## src/rtl/rport_pkg.sv

```systemverilog
package rport_pkg;
  typedef enum logic [1:0] {
    SEL_NONE = 2'b00,
    SEL_LO   = 2'b01,
    SEL_HI   = 2'b10,
    SEL_BOTH = 2'b11
  } byte_sel_e;
endpackage

```

## src/rtl/rport_capture.sv

```systemverilog
module rport_capture #(
  parameter int RES_W = 12
) (
  input  logic             clk,
  input  logic             rst_n,
  input  logic             load,
  input  logic [RES_W-1:0] mag_in,
  input  logic             pol_in,
  input  logic             ovr_in,
  input  logic             stat_in,
  output logic [RES_W-1:0] mag_q,
  output logic             pol_q,
  output logic             ovr_q,
  output logic             stat_q
);
  always_ff @(posedge clk or negedge rst_n) begin
    if (!rst_n) begin
      mag_q  <= '0;
      pol_q  <= 1'b0;
      ovr_q  <= 1'b0;
      stat_q <= 1'b0;
    end else begin
      stat_q <= stat_in;
      if (load) begin
        mag_q <= mag_in;
        pol_q <= pol_in;
        ovr_q <= ovr_in;
      end
    end
  end
endmodule

```

## src/rtl/rport_decode.sv

```systemverilog
module rport_decode
  import rport_pkg::*;
(
  input  logic      mode_sel,
  input  logic      port_sel_n,
  input  logic      lo_sel_n,
  input  logic      hi_sel_n,
  output byte_sel_e sel,
  output logic      lo_oe,
  output logic      hi_oe
);
  logic port_on;

  always_comb begin
    // A select counts as active only at logic 0; the pull-up level 1 is idle.
    port_on = (mode_sel == 1'b0) && (port_sel_n == 1'b0);
    lo_oe   = port_on && (lo_sel_n == 1'b0);
    hi_oe   = port_on && (hi_sel_n == 1'b0);
    sel     = byte_sel_e'({hi_oe, lo_oe});
  end
endmodule

```

## src/rtl/rport_pack.sv

```systemverilog
module rport_pack #(
  parameter int RES_W = 12,
  parameter int BUS_W = 8
) (
  input  logic [RES_W-1:0] mag,
  input  logic             pol,
  input  logic             ovr,
  output logic [BUS_W-1:0] lo_byte,
  output logic [BUS_W-1:0] hi_byte
);
  localparam int HI_W   = RES_W - BUS_W;
  localparam int OVR_AT = HI_W;
  localparam int POL_AT = HI_W + 1;

  assign lo_byte = mag[BUS_W-1:0];

  for (genvar b = 0; b < BUS_W; b++) begin : g_hi
    if (b < HI_W) begin : g_mag
      assign hi_byte[b] = mag[BUS_W+b];
    end else if (b == OVR_AT) begin : g_ovr
      assign hi_byte[b] = ovr;
    end else if (b == POL_AT) begin : g_pol
      assign hi_byte[b] = pol;
    end else begin : g_pad
      assign hi_byte[b] = 1'b0;
    end
  end
endmodule

```

## src/rtl/rport_mux.sv

```systemverilog
module rport_mux
  import rport_pkg::*;
#(
  parameter int BUS_W = 8
) (
  input  byte_sel_e        sel,
  input  logic [BUS_W-1:0] lo_byte,
  input  logic [BUS_W-1:0] hi_byte,
  output logic [BUS_W-1:0] bus
);
  always_comb begin
    unique case (sel)
      SEL_LO, SEL_BOTH: bus = lo_byte;
      SEL_HI:           bus = hi_byte;
      default:          bus = '0;
    endcase
  end
endmodule

```

## src/rtl/result_byte_port.sv

```systemverilog
module result_byte_port #(
  parameter int RES_W = 12,
  parameter int BUS_W = 8
) (
  input  logic               clk,
  input  logic               rst_n,
  input  logic               res_valid,
  input  logic [RES_W-1:0]   res_mag,
  input  logic               res_pol,
  input  logic               res_ovr,
  input  logic               conv_status,
  input  logic               mode_sel,
  input  logic               port_sel_n,
  input  logic               lo_sel_n,
  input  logic               hi_sel_n,
  output logic [BUS_W-1:0]   bus_out,
  output logic               lo_oe,
  output logic               hi_oe,
  output logic               status_out,
  output logic [2*BUS_W-1:0] dbg_word
);
  import rport_pkg::*;

  localparam int HI_W = RES_W - BUS_W;

  initial begin
    if (HI_W < 1 || HI_W + 2 > BUS_W)
      $display("result_byte_port: RES_W/BUS_W combination unsupported");
  end

  logic [RES_W-1:0] mag_q;
  logic             pol_q, ovr_q;
  logic [BUS_W-1:0] lo_byte, hi_byte;
  byte_sel_e        sel;

  rport_capture #(.RES_W(RES_W)) u_cap (
    .clk(clk), .rst_n(rst_n), .load(res_valid),
    .mag_in(res_mag), .pol_in(res_pol), .ovr_in(res_ovr), .stat_in(conv_status),
    .mag_q(mag_q), .pol_q(pol_q), .ovr_q(ovr_q), .stat_q(status_out)
  );

  rport_decode u_dec (
    .mode_sel(mode_sel), .port_sel_n(port_sel_n),
    .lo_sel_n(lo_sel_n), .hi_sel_n(hi_sel_n),
    .sel(sel), .lo_oe(lo_oe), .hi_oe(hi_oe)
  );

  rport_pack #(.RES_W(RES_W), .BUS_W(BUS_W)) u_pack (
    .mag(mag_q), .pol(pol_q), .ovr(ovr_q),
    .lo_byte(lo_byte), .hi_byte(hi_byte)
  );

  rport_mux #(.BUS_W(BUS_W)) u_mux (
    .sel(sel), .lo_byte(lo_byte), .hi_byte(hi_byte), .bus(bus_out)
  );

  assign dbg_word = {hi_byte, lo_byte};
endmodule

```

## config.mk

```make
export PLATFORM = sky130hd
export DESIGN_NAME = result_byte_port
export DESIGN_NICKNAME = d
export VERILOG_FILES = /design/src/rtl/rport_pkg.sv /design/src/rtl/rport_capture.sv /design/src/rtl/rport_decode.sv /design/src/rtl/rport_pack.sv /design/src/rtl/rport_mux.sv /design/src/rtl/result_byte_port.sv
export SDC_FILE = /design/constraint.sdc
export NUM_CORES = 1
export LEC_CHECK = 0
export BUFFER_PORTS_ARGS = -buffer_cell sky130_fd_sc_hd__buf_2
export CAP_MARGIN = 20
export CORE_MARGIN = 2
export CORE_UTILIZATION = 42
export CTS_BUF_LIST = sky130_fd_sc_hd__clkbuf_8
export CTS_CLUSTER_DIAMETER = 60
export DETAILED_ROUTE_END_ITERATION = 10
export PLACE_DENSITY_LB_ADDON = 0.12
export SLEW_MARGIN = 40
export SYNTH_ARGS = -nofsm -noshare
export SYNTH_HDL_FRONTEND = slang
export SYNTH_SLANG_ARGS = --single-unit
```

## constraint.sdc

```tcl
create_clock -name clk -period 0.99 [get_ports clk]
set_input_delay 0 -clock clk [delete_from_list [all_inputs] [get_ports clk]]
set_output_delay 0 -clock clk [all_outputs]
set_load 0.01 [all_outputs]
```

### Yosys cells after proc, flatten, opt, wreduce, memory -nomap -nowiden

Cells that the tools add are included.

| word-level totals | value |
|---|---|
| bits of input ports | 22 |
| output and inout bits | 27 |
| flip-flop bits (word level) | 15 |

| cells by class | value |
|---|---|
| equal/unequal tests | 3 |
| bitwise operators | 4 |
| reductions and logical operators | 4 |
| multiplexer cells | 1 |

Operator list:

| cell | number |
|---|---|
| $pmux W8 S2 | 1 |
| $eq A2 B2 Y1 const B | 2 |
| $not A1 Y1 | 4 |
| $logic_and A1 B1 Y1 | 3 |
| $eq A2 B1 Y1 const B | 1 |
| $reduce_or A2 Y1 | 1 |

### Longest topological paths before layout

Gate-level depths: netlist of the first run.

| logic depth | value |
|---|---|
| word-level depth | 6 |
| mapped depth | 3 |

### Hierarchy

From an unflattened synthesis of the first run, not the netlist that was laid out.

| unflattened totals | value |
|---|---|
| cell total of the unflattened synthesis | 62 |
| area total of the unflattened synthesis | 794.5 um2 |

By module, submodules not included:

| module | instances | cells an instance | area each (um2) |
|---|---|---|---|
| rport_capture | 1 | 30 | 544.3 |
| rport_pack | 1 | 17 | 123.9 |
| rport_mux | 1 | 11 | 101.3 |
| rport_decode | 1 | 4 | 25.0 |

### Worst setup path before layout of the first run

No wires, ideal clock.

| timing path | value |
|---|---|
| path kind | reg-to-reg |
| start point | register u_cap.mag_q[0] (netlist name) |
| end point | register u_cap.mag_q[0] |
| stages on the path, launching flop included | 2 |
| setup time | 0.125 ns |
| arrival time | 0.658 ns |
| data required time | 0.865 ns |
| clock period less this slack | 0.782 ns |
| buffers on the path | 0 |
| setup slack | 0.208 ns |
| cells stage by stage | dfrtp_1 -> mux2_2 |

RTL lines:

| item | RTL line | source |
|---|---|---|
| to (signal assigned) | rport_capture.sv:25 | `mag_q <= mag_in;` |
| to (decl) | rport_capture.sv:11 | `output logic [RES_W-1:0] mag_q,` |

### Final worst setup path of the first run

| timing path | value |
|---|---|
| start point | register u_cap.mag_q[3] |
| end point | output port bus_out[3] |

| on the way | value |
|---|---|
| cells in the longest elaborated chain, start to end | 1 |

RTL lines:

| item | RTL line | source |
|---|---|---|
| $pmux W8 S2 | rport_mux.sv:12 | `unique case (sel)` |
| to (decl) | result_byte_port.sv:16 | `output logic [BUS_W-1:0] bus_out,` |

No other way between the ends.

==> results of run 1 <==
-- state kept, by name, summed over array words and instances, names as in the netlist --
signal        flops
u_cap.mag_q      12
u_cap.ovr_q       1
u_cap.pol_q       1
u_cap.stat_q      1
-- area by class of cell --
class                      count  area (sq um)  share of cell area [%]
tap                           17          21.3                    1.84
timing repair buffer          64           403                    34.8
multi-input combinational     39           313                    27.0
clock buffer                   3          41.3                    3.57
sequential                    15           375                    32.4
clock inverter                 1          3.75                   0.324
-- through the flow --
step                      worst slack [ns]  utilization, %  hold WS (ns)  total power (W)  cells
final                               0.0290            69.3       0.00446          0.00153    139
after floorplan                      0.208               -        -0.296         0.000889     61
after global routing               -0.0291            69.3        0.0110          0.00163    139
after CTS                         -0.00185            68.2       0.00511          0.00154    137
after global placement               0.203            55.8       -0.0808          0.00101    117
after detailed placement             0.193            55.8       -0.0789          0.00102    117
-- critical path, stage by stage, from the launching register on --
cell	delay [ns]
dfrtp_1	0.38
nand2b_1	0.07
a21oi_1	0.13
buf_2	0.14
-- cell usage in the layout, fill, tap and decap left out --
cell and instances:
a21oi_1 4, a21oi_2 2, and2_1 2, buf_2 46, buf_4 3, clkbuf_8 3, conb_1 2, dfrtp_1 15
dlygate4sd3_1 15, inv_1 1, mux2_2 14, nand2b_1 6, nand3b_1 6, nor2_1 1, nor3_1 1, or2_1 1
-- what timing repair did --
item / 4_1_cts / 5_1_grt
hold buffers: 15 / 0
setup buffers: 1 / 2
pin swaps: 1 / 5
setup endpoints to repair: 2 / 6
gates resized for setup: 1 / 1
hold endpoints to repair: 29 / 0
-- per-layer routing --
layer  global-route usage (%)  up-vias  share of wire, %
met2                     29.0       29                51
met3                     5.56        0               7.0
met5                        0        -                 0
li1                         -      324                 -
met1                     21.4      316                42
met4                     3.53        0                 0
-- power by group --
part	switching (W)	internal, W	total, W
Sequential	0.0000369	0.000673	0.000710
Combinational	0.000154	0.000203	0.000358
Clock	0.000192	0.000274	0.000466
Total	0.000383	0.00115	0.00153
-- how the worst max path moves through the flow --
stage               startpoint        endpoint  depth (start not counted)
2_1_floorplan   u_cap.mag_q[0]  u_cap.mag_q[0]                          1
3_3_place_gp         res_valid  u_cap.mag_q[0]                          2
3_5_place_dp         res_valid  u_cap.mag_q[7]                          2
4_1_cts        u_cap.mag_q[10]      bus_out[2]                          3
5_1_grt        u_cap.mag_q[10]      bus_out[2]                          3
6_report        u_cap.mag_q[3]      bus_out[3]                          3
-- kinds of logic (layout without fill, tap and decap cells) --
family	after synthesis	in the layout
simple gates	17	17
flops	15	15
mux	14	14
buf+inv	7	68
compound gates	6	6
other cells	1	2
==> results by group, run 1 <==
Run status
  • Status: finished, final reports clean

Worst setup path
  • R2r setup slk: 0.11 ns
  • Worst setup path category: reg2out
  • CP required: 0.99 ns
  • R2r startpoint: u_cap.ovr_q
  • Crit path DAT: 0.96 ns
  • Reg2reg path depth: 2
  • Worst Setup Start Kind: flop
  • Worst R2R End: u_cap.ovr_q
  • CP endpoint kind: output port
  • Worst Path Max Fanout: 3

Cells and area
  • P&R area growth vs syn: 59.2%
  • Diodes inserted: 0
  • Total Nets Final: 145
  • Design area: 1160 sq um
  • # fillers: 137
  • Share of cells above drive strength 1: about 56%

Drt
  • Post-route ant nets: 0
  • Via count: 669
  • # DRC: 0
  • Post-Route WL: 1660 microns
  • Drt first-iter violations: 6
  • Post-DR wirelength/cell: ~12 microns
  • Initial DRT Pass Iterations: 4
  • Vias/cell: around 4.8

Timing
  • Unrepaired setup endpoints after global routing: true
  • Crit path time final: 0.961 ns
  • Final Hold Viols: 0
  • Max-slew violation count: 0
  • Post-Route Setup TNS: 0 ns
  • Clock skew: 0 ns
  • Tcrit/Tclk final: 97.1%
  • Maximum clock frequency: 1.04 GHz
  • Final setup violation count: 0

Placement
  • RD Place Congestion: about 0.69
  • Post-placement cell area: between 900 and 1000 sq um
  • Detailed Place HPWL: 1100 microns
  • # port buffers: 46

Floorplan
  • Die width: about 46 microns
  • Initial Utilization: 43.5%
  • Die height: 45.6 microns
  • Placeable core area: between 1500 and 2000 sq um
  • Die area: 2080 sq um
  • I/O pin total: 49
  • Core Rows: 15

Synthesis
  • Synth Warn #: 0
  • Synth area leaders: dfrtp_1 (52%), mux2_2 (22%), nand3b_1 (6.2%), nand2b_1 (5.2%), a21oi_1 (4.1%)
  • Flops & latches, synth: 15
  • Adder-Cell Fraction of Synth Area: 0%
  • Synth top cells by count: dfrtp_1 (15), mux2_2 (14), a21oi_1 (6), nand2b_1 (6), nand3b_1 (6)
  • Compound-Gate Fraction of Synth Area: 4.13%
  • Largest family of logic cells by synthesized area: multiplexers
  • Simple-Gate Fraction of Synth Area: roughly 15%
  • Library cells used by synthesis: 14
  • Post-synthesis sequential area ratio: 51.6%
  • Most frequent cell after synthesis: dfrtp_1
  • Gate Count Post-Synth: 60
  • Yosys top cell area share: 51.6%
  • Async S/R FF share, synth: between 90% and 100%
  • Post-Synth XOR/XNOR Area: 0%
  • Cell accounting for the most synthesized area: dfrtp_1
  • Ys flop type: dfrtp_1
  • Mapped Area: about 730 sq um
  • Post-synth EDFFs: 0
  • Mapped Avg Cell Area: 12.1 sq um
  • Mux cell area share after synthesis: 21.7%

Global route
  • Vias in the first global route: 613
  • Total grt overflow: 0
  • GRT Total Usage: approximately 17%
  • First-pass GRT wire length: 2570 microns
  • Initial antenna violation count: 0
  • Largest net degree at the start of global routing: 16

Pwr
  • Cell Pwr Density: 1330 nW/um^2
  • Leak: between 0.5 and 0.6 nW
  • VDD IR-drop max: 1.31 mV

Min path
  • Hold Path Depth: 2
  • WHS Endpoint: u_cap.mag_q[9]
  • Hold Crit Start: res_mag[9]
  • Hold Path Class: in2reg

CTS
  • Clk buf depth: 2
  • Clock root buffer: clkbuf_8
  • CTS Buf Count: 3
  • H-tree level count: 1
  • Clk_lat worst skew: approximately 0.24 ns
  • Clock sinks: 15
  • CTS tree: yes
  • CTS clk-pin slew, worst paths: 0.06 ns

Flow run
  • Max-cap viol count: 0
No activity file was read; power rests on OpenSTA's default activity.
==> run 2, diff against run 1 <==
--- a/config.mk
+++ b/config.mk
@@ -9,10 +9,11 @@
 export CAP_MARGIN = 20
 export CORE_MARGIN = 2
 export CORE_UTILIZATION = 42
-export CTS_BUF_LIST = sky130_fd_sc_hd__clkbuf_8
+export CTS_BUF_LIST = sky130_fd_sc_hd__clkbuf_4 sky130_fd_sc_hd__clkbuf_8
 export CTS_CLUSTER_DIAMETER = 60
 export DETAILED_ROUTE_END_ITERATION = 10
 export PLACE_DENSITY_LB_ADDON = 0.12
+export REMOVE_ABC_BUFFERS = 1
 export SLEW_MARGIN = 40
 export SYNTH_ARGS = -nofsm -noshare
 export SYNTH_HDL_FRONTEND = slang
==> results by group, run 2 (same netlist as run 1, synthesis figures left out) <==
Run status
  • Status: complete, but fails checks
  • Failing checks: setup timing

Global route
  • GRT Total Usage: 18.6% (+1.4 points)
  • Total grt overflow: 0 (unchanged)
  • Largest net degree at the start of global routing: 16 (unchanged)
  • First-pass GRT wire length: 2790 microns (+8.6%)
  • Vias in the first global route: 664 (+8.3%)
  • Initial antenna violation count: 0 (unchanged)

CTS
  • CTS tree: yes
  • Clock sinks: 15 (unchanged)
  • CTS Buf Count: 3 (unchanged)
  • Clock root buffer: clkbuf_4
  • Clk buf depth: 2 (unchanged)
  • Clk_lat worst skew: 0.27 ns (+0.03 ns)
  • CTS clk-pin slew, worst paths: 0.08 ns (+0.02 ns)
  • H-tree level count: 1 (unchanged)

Drt
  • Post-route ant nets: 0 (unchanged)
  • Post-Route WL: 1700 microns (+2.8%)
  • Via count: 680 (+1.6%)
  • Vias/cell: 4.76 (-1.2%)
  • Initial DRT Pass Iterations: 4 (unchanged)
  • # DRC: 0 (unchanged)
  • Drt first-iter violations: 8 (+2)
  • Post-DR wirelength/cell: 11.9 microns (about the same)

Cells and area
  • Total Nets Final: 149 (+2.8%)
  • Share of cells above drive strength 1: 56.3% (+0.61 points)
  • Max reg flops: 12 (unchanged)
  • # fillers: 142 (+3.6%)
  • Reg with most FFs: u_cap.mag_q
  • Commonest cells after routing, fill and taps aside: buf_2 (46), dlygate4sd3_1 (16), dfrtp_1 (15)
  • Commonest non-fill, non-tap cell in the layout: buf_2
  • P&R area growth vs syn: 61.1%
  • Diodes inserted: 0 (unchanged)
  • Post-layout util: 70.1% (+0.82 points)
  • Design area: 1170 sq um (+1.2%)

Pwr
  • Cell Pwr Density: 1240 nW/um^2 (-6.5%)
  • Net Sw Frac: 25.9% (+0.92 points)
  • Register share of total power: 48.7% (+2.4 points)
  • Leak: 0.587 nW (+1.8%)
  • Pint: 0.00108 W (-6.5%)
  • Final Power: 0.00145 W (-5.4%)
  • Net load switching power: 0.000376 W (-1.9%)
  • Clock power share: 25.1% (-5.3 points)
  • VDD IR-drop max: 0.935 mV (-28%)
  • Comb power frac: 26.2% (+2.9 points)

Worst setup path
  • Worst Path Max Fanout: 3 (unchanged)
  • Worst R2R End: u_cap.mag_q[4]
  • Crit path DAT: 1.00 ns (+0.04 ns)
  • Reg2reg path depth: 2 (unchanged)
  • Worst setup path category: reg2out
  • Worst Setup Start Kind: flop
  • R2r startpoint: u_cap.mag_q[4]
  • R2r setup slk: 0.11 ns (about the same)
  • CP required: 0.99 ns (about the same)
  • CP startpoint: u_cap.mag_q[8]
  • CP endpoint kind: output port
  • Worst Setup EP: bus_out[0]

Timing
  • Tcrit/Tclk final: 101% (+4.2 points)
  • Final Hold Viols: 0 (unchanged)
  • Unrepaired setup endpoints after global routing: true
  • Final setup violation count: 2 (+2)
  • Crit path time final: 1.00 ns (+0.0416 ns)
  • Maximum clock frequency: 0.997 GHz (-4.2%)
  • Worst Setup Slack, final: -0.0126 ns (-0.0416 ns)
  • Post-Route Setup TNS: -0.0146 ns (-0.0146 ns)
  • Max-slew violation count: 0 (unchanged)
  • Clock skew: 0 ns (unchanged)

Floorplan
  • Core Rows: 15 (unchanged)
  • Placeable core area: 1670 sq um (unchanged)
  • I/O pin total: 49 (unchanged)
  • Initial Utilization: 43.5% (unchanged)
  • Die height: 45.6 microns (unchanged)
  • Die width: 45.6 microns (unchanged)
  • Die area: 2080 sq um (unchanged)

Placement
  • Post-Place Setup Slack: 0.178 ns (-0.0155 ns)
  • RD Place Congestion: 0.623 (-9.6%)
  • # port buffers: 46 (unchanged)
  • Post-placement cell area: 932 sq um (unchanged)

Flow run
  • Max-cap viol count: 0 (unchanged)

Min path
  • Hold Path Class: in2async
-- run 2: changes by cell type in the layout (fill, tap and decap cells not counted), sizes merged --
cell,delta
clkbuf,+1
buf,+3
inv,-1
dlygate4sd3,+1
-- run 2: worst min-delay path by stage --
stage	slack [ns]	cells after the start	end
6_report	0.16	2	u_cap.mag_q[5]
5_1_grt	0.18	2	u_cap.mag_q[3]
4_1_cts	0.17	2	u_cap.mag_q[3]
3_5_place_dp	-0.08	1	u_cap.mag_q[3]
3_3_place_gp	-0.08	1	u_cap.mag_q[5]
2_1_floorplan	-0.30	0	u_cap.mag_q[0]
-- run 2: metrics by stage --
step,std cells,hold slack (ns)
5_1_grt,143,0.181
6_report,143,0.158
2_1_floorplan,54,-0.296
3_5_place_dp,117,-0.0762
4_1_cts,141,0.166
3_3_place_gp,117,-0.0789
-- run 2: layer usage --
| layer | share of wire, % | wire (microns) | vias to the layer above | GRT usage [%] |
|---|---|---|---|---|
| li1 | - | - | 337 | - |
| met1 | 43 | 733 | 305 | 23.0 |
| met2 | 49 | 839 | 36 | 31.3 |
| met3 | 6.8 | 115 | 2 | 4.37 |
| met4 | 0.76 | 13 | 0 | 7.06 |
| met5 | 0 | 0 | - | 0 |
-- run 2: cell type report --
class                   count  area [sq um]  share of cell area, %
repair buffers             68           435                   37.2
multi-input cells          39           309                   26.4
clock buffers               4          30.0                   2.56
flip-flops and latches     15           375                   32.1
well taps                  17          21.3                   1.82
-- run 2: worst max-delay path, stage by stage, from the launching register on --
cell and delay (ns):
dfrtp_1 0.36, nand3b_1 0.08, a21oi_1 0.13, buf_2 0.15
-- run 2: repair_timing --
item,CTS,global route
endpoints found under the setup margin,6,7
resized for setup,0,1
pin swaps,4,1
hold buffers,16,0
setup buffers,4,2
hold endpoints to repair,30,0
-- run 2: power groups by stage --
stage	registers, W	clock network, W	logic (W)
6_report	0.000707	0.000364	0.000381
2_1_floorplan	0.000751	0	0.000106
3_3_place_gp	0.000722	0	0.000287
3_5_place_dp	0.000724	0	0.000293
4_1_cts	0.000708	0.000379	0.000368
5_1_grt	0.000716	0.000406	0.000421
==> run 3, diff against run 2 <==
--- a/config.mk
+++ b/config.mk
@@ -7,8 +7,10 @@
 export LEC_CHECK = 0
 export BUFFER_PORTS_ARGS = -buffer_cell sky130_fd_sc_hd__buf_2
 export CAP_MARGIN = 20
+export CELL_PAD_IN_SITES_DETAIL_PLACEMENT = 0
+export CELL_PAD_IN_SITES_GLOBAL_PLACEMENT = 2
 export CORE_MARGIN = 2
-export CORE_UTILIZATION = 42
+export CORE_UTILIZATION = 24
 export CTS_BUF_LIST = sky130_fd_sc_hd__clkbuf_4 sky130_fd_sc_hd__clkbuf_8
 export CTS_CLUSTER_DIAMETER = 60
 export DETAILED_ROUTE_END_ITERATION = 10
==> results by group, run 3 (same netlist as run 1, synthesis figures left out) <==
Placement
  • RD Place Congestion: 0.688 (+10%)
  • # port buffers: 46 (unchanged)
  • Post-placement cell area: 950 sq um (+1.9%)

Run status
  • Failing checks: setup timing
  • Status: complete, but fails checks

Worst setup path
  • Crit path DAT: 1.01 ns (about the same)
  • Critical Path Max Stage Delay: 0.35 ns (about the same)
  • Worst path slowest cell: dfrtp_1
  • CP required: 0.99 ns (about the same)
  • Worst setup path category: reg2out
  • Crit-path cells: nand3b_1 -> a21oi_2 -> buf_2
  • Worst Setup Start Kind: flop
  • Reg2reg path depth: 2 (unchanged)
  • Worst Path Max Fanout: 2 (-1)
  • CP endpoint kind: output port

Drt
  • # DRC: 0 (unchanged)
  • Via count: 686 (+0.88%)
  • Drt first-iter violations: 9 (+1)
  • Vias/cell: 4.21 (-11%)
  • Post-route ant nets: 0 (unchanged)
  • Initial DRT Pass Iterations: 3 (-1)
  • Post-Route WL: 1830 microns (+7.3%)
  • Post-DR wirelength/cell: 11.2 microns (-5.8%)

Min path
  • Hold Path Class: in2async

Cells and area
  • Commonest cells after routing, fill and taps aside: buf_2 (44), dlygate4sd3_1 (16), dfrtp_1 (15)
  • Max reg flops: 12 (unchanged)
  • # fillers: 290 (+100%)
  • Diodes inserted: 0 (unchanged)
  • Share of cells above drive strength 1: 59.8% (+3.5 points)
  • Total Nets Final: 155 (+4.0%)
  • Post-layout util: 44.7% (-25 points)
  • Commonest non-fill, non-tap cell in the layout: buf_2
  • Reg with most FFs: u_cap.mag_q
  • Multi-input logic area: 317 sq um (+2.4%)
  • P&R area growth vs syn: 72.5%
  • Storage element area: 375 sq um (unchanged)
  • Design area: 1250 sq um (+7.1%)

Global route
  • First-pass GRT wire length: 2900 microns (+4.2%)
  • Vias in the first global route: 650 (-2.1%)
  • Initial antenna violation count: 0 (unchanged)
  • Largest net degree at the start of global routing: 16 (unchanged)
  • Total grt overflow: 0 (unchanged)
  • GRT Total Usage: 11.5% (-7.1 points)

Timing
  • Max-slew violation count: 0 (unchanged)
  • Maximum clock frequency: 0.995 GHz (-0.24%)
  • Worst Setup Slack, final: -0.0151 ns (-0.00241 ns)
  • Tcrit/Tclk final: 102% (+0.24 points)
  • Final setup violation count: 2 (unchanged)
  • Unrepaired setup endpoints after global routing: true
  • Final Hold Viols: 0 (unchanged)
  • Crit path time final: 1.01 ns (+0.00241 ns)
  • Clock skew: 0 ns (unchanged)

Floorplan
  • Placeable core area: 2810 sq um (+68%)
  • Die area: 3490 sq um (+68%)
  • Die width: 59.0 microns (+29%)
  • Initial Utilization: 25.9% (-18 points)
  • I/O pin total: 49 (unchanged)
  • Die height: 59.0 microns (+29%)
  • Core Rows: 19 (+4)

CTS
  • CTS tree: yes
  • Clk_lat worst skew: 0.28 ns (about the same)
  • CTS Buf Count: 3 (unchanged)
  • Clock root buffer: clkbuf_4
  • CTS clk-pin slew, worst paths: 0.09 ns (about the same)
  • H-tree level count: 1 (unchanged)
  • Clock sinks: 15 (unchanged)
  • Clk buf depth: 2 (unchanged)

Pwr
  • VDD IR-drop max: 0.725 mV (-22%)
  • Cell Pwr Density: 1200 nW/um^2 (-3.1%)
  • Leak: 0.620 nW (+5.6%)

Flow run
  • Max-cap viol count: 0 (unchanged)
-- run 3: layer usage --
metal  global-route usage [%]  share of wire (%)
met5                        0                  0
met4                     2.92               0.66
met3                     5.68                9.7
met2                     18.6                 44
met1                     13.6                 46
-- run 3: power by group --
| group | internal (W) | leakage [nW] | switching [W] |
|---|---|---|---|
| combinational | 0.000259 | 0.426 | 0.000173 |
| clock | 0.000184 | 0.0184 | 0.000187 |
| sequential | 0.000671 | 0.175 | 0.0000306 |
-- run 3: layout make-up --
cell class / count / area share [%]
Sequential cell: 15 / 29.9
Timing Repair Buffer: 74 / 39.3
Tap cell: 31 / 3.09
Clock buffer: 4 / 2.40
Multi-Input combinational cell: 39 / 25.2
-- run 3: worst max-delay path: cells and delay by family (launching register included) --
| kind | cells | cell delay, ns |
|---|---|---|
| compound gates | 1 | 0.14 |
| flops | 1 | 0.35 |
| simple gates | 1 | 0.10 |
| buf+inv | 1 | 0.14 |
-- run 3: worst paths after layout --
kind                            startpoint              to  slack (ns)
setup / recovery           u_cap.mag_q[10]      bus_out[2]       -0.02
hold / removal                       rst_n  u_cap.mag_q[9]        0.14
setup reg to reg            u_cap.mag_q[3]  u_cap.mag_q[3]        0.11
hold reg to reg             u_cap.mag_q[6]  u_cap.mag_q[6]        0.53
max in group asynchronous            rst_n  u_cap.mag_q[8]        0.60
min in group clk                 res_valid  u_cap.mag_q[9]        0.21
-- run 3: through the flow --
stage	setup TNS [ns]	setup WS, ns	cells	hold WS (ns)	total power (W)
finish	-0.0166	-0.0151	163	0.144	0.00151
global route	-0.613	-0.0995	163	0.169	0.00162
CTS	-0.0976	-0.0395	162	0.144	0.00152
detailed placement	0	0.184	131	-0.0724	0.00102
global placement	0	0.189	131	-0.0658	0.00102
floorplan	0	0.208	54	-0.296	0.000857
-- run 3: repair_timing --
action | 4_1_cts | 5_1_grt
setup buffers | 11 | 1
resized for setup | 1 | 4
pin swaps | 6 | 0
setup endpoints to repair | 6 | 10
endpoints found under the hold margin | 30 | 0
hold buffers | 16 | 0
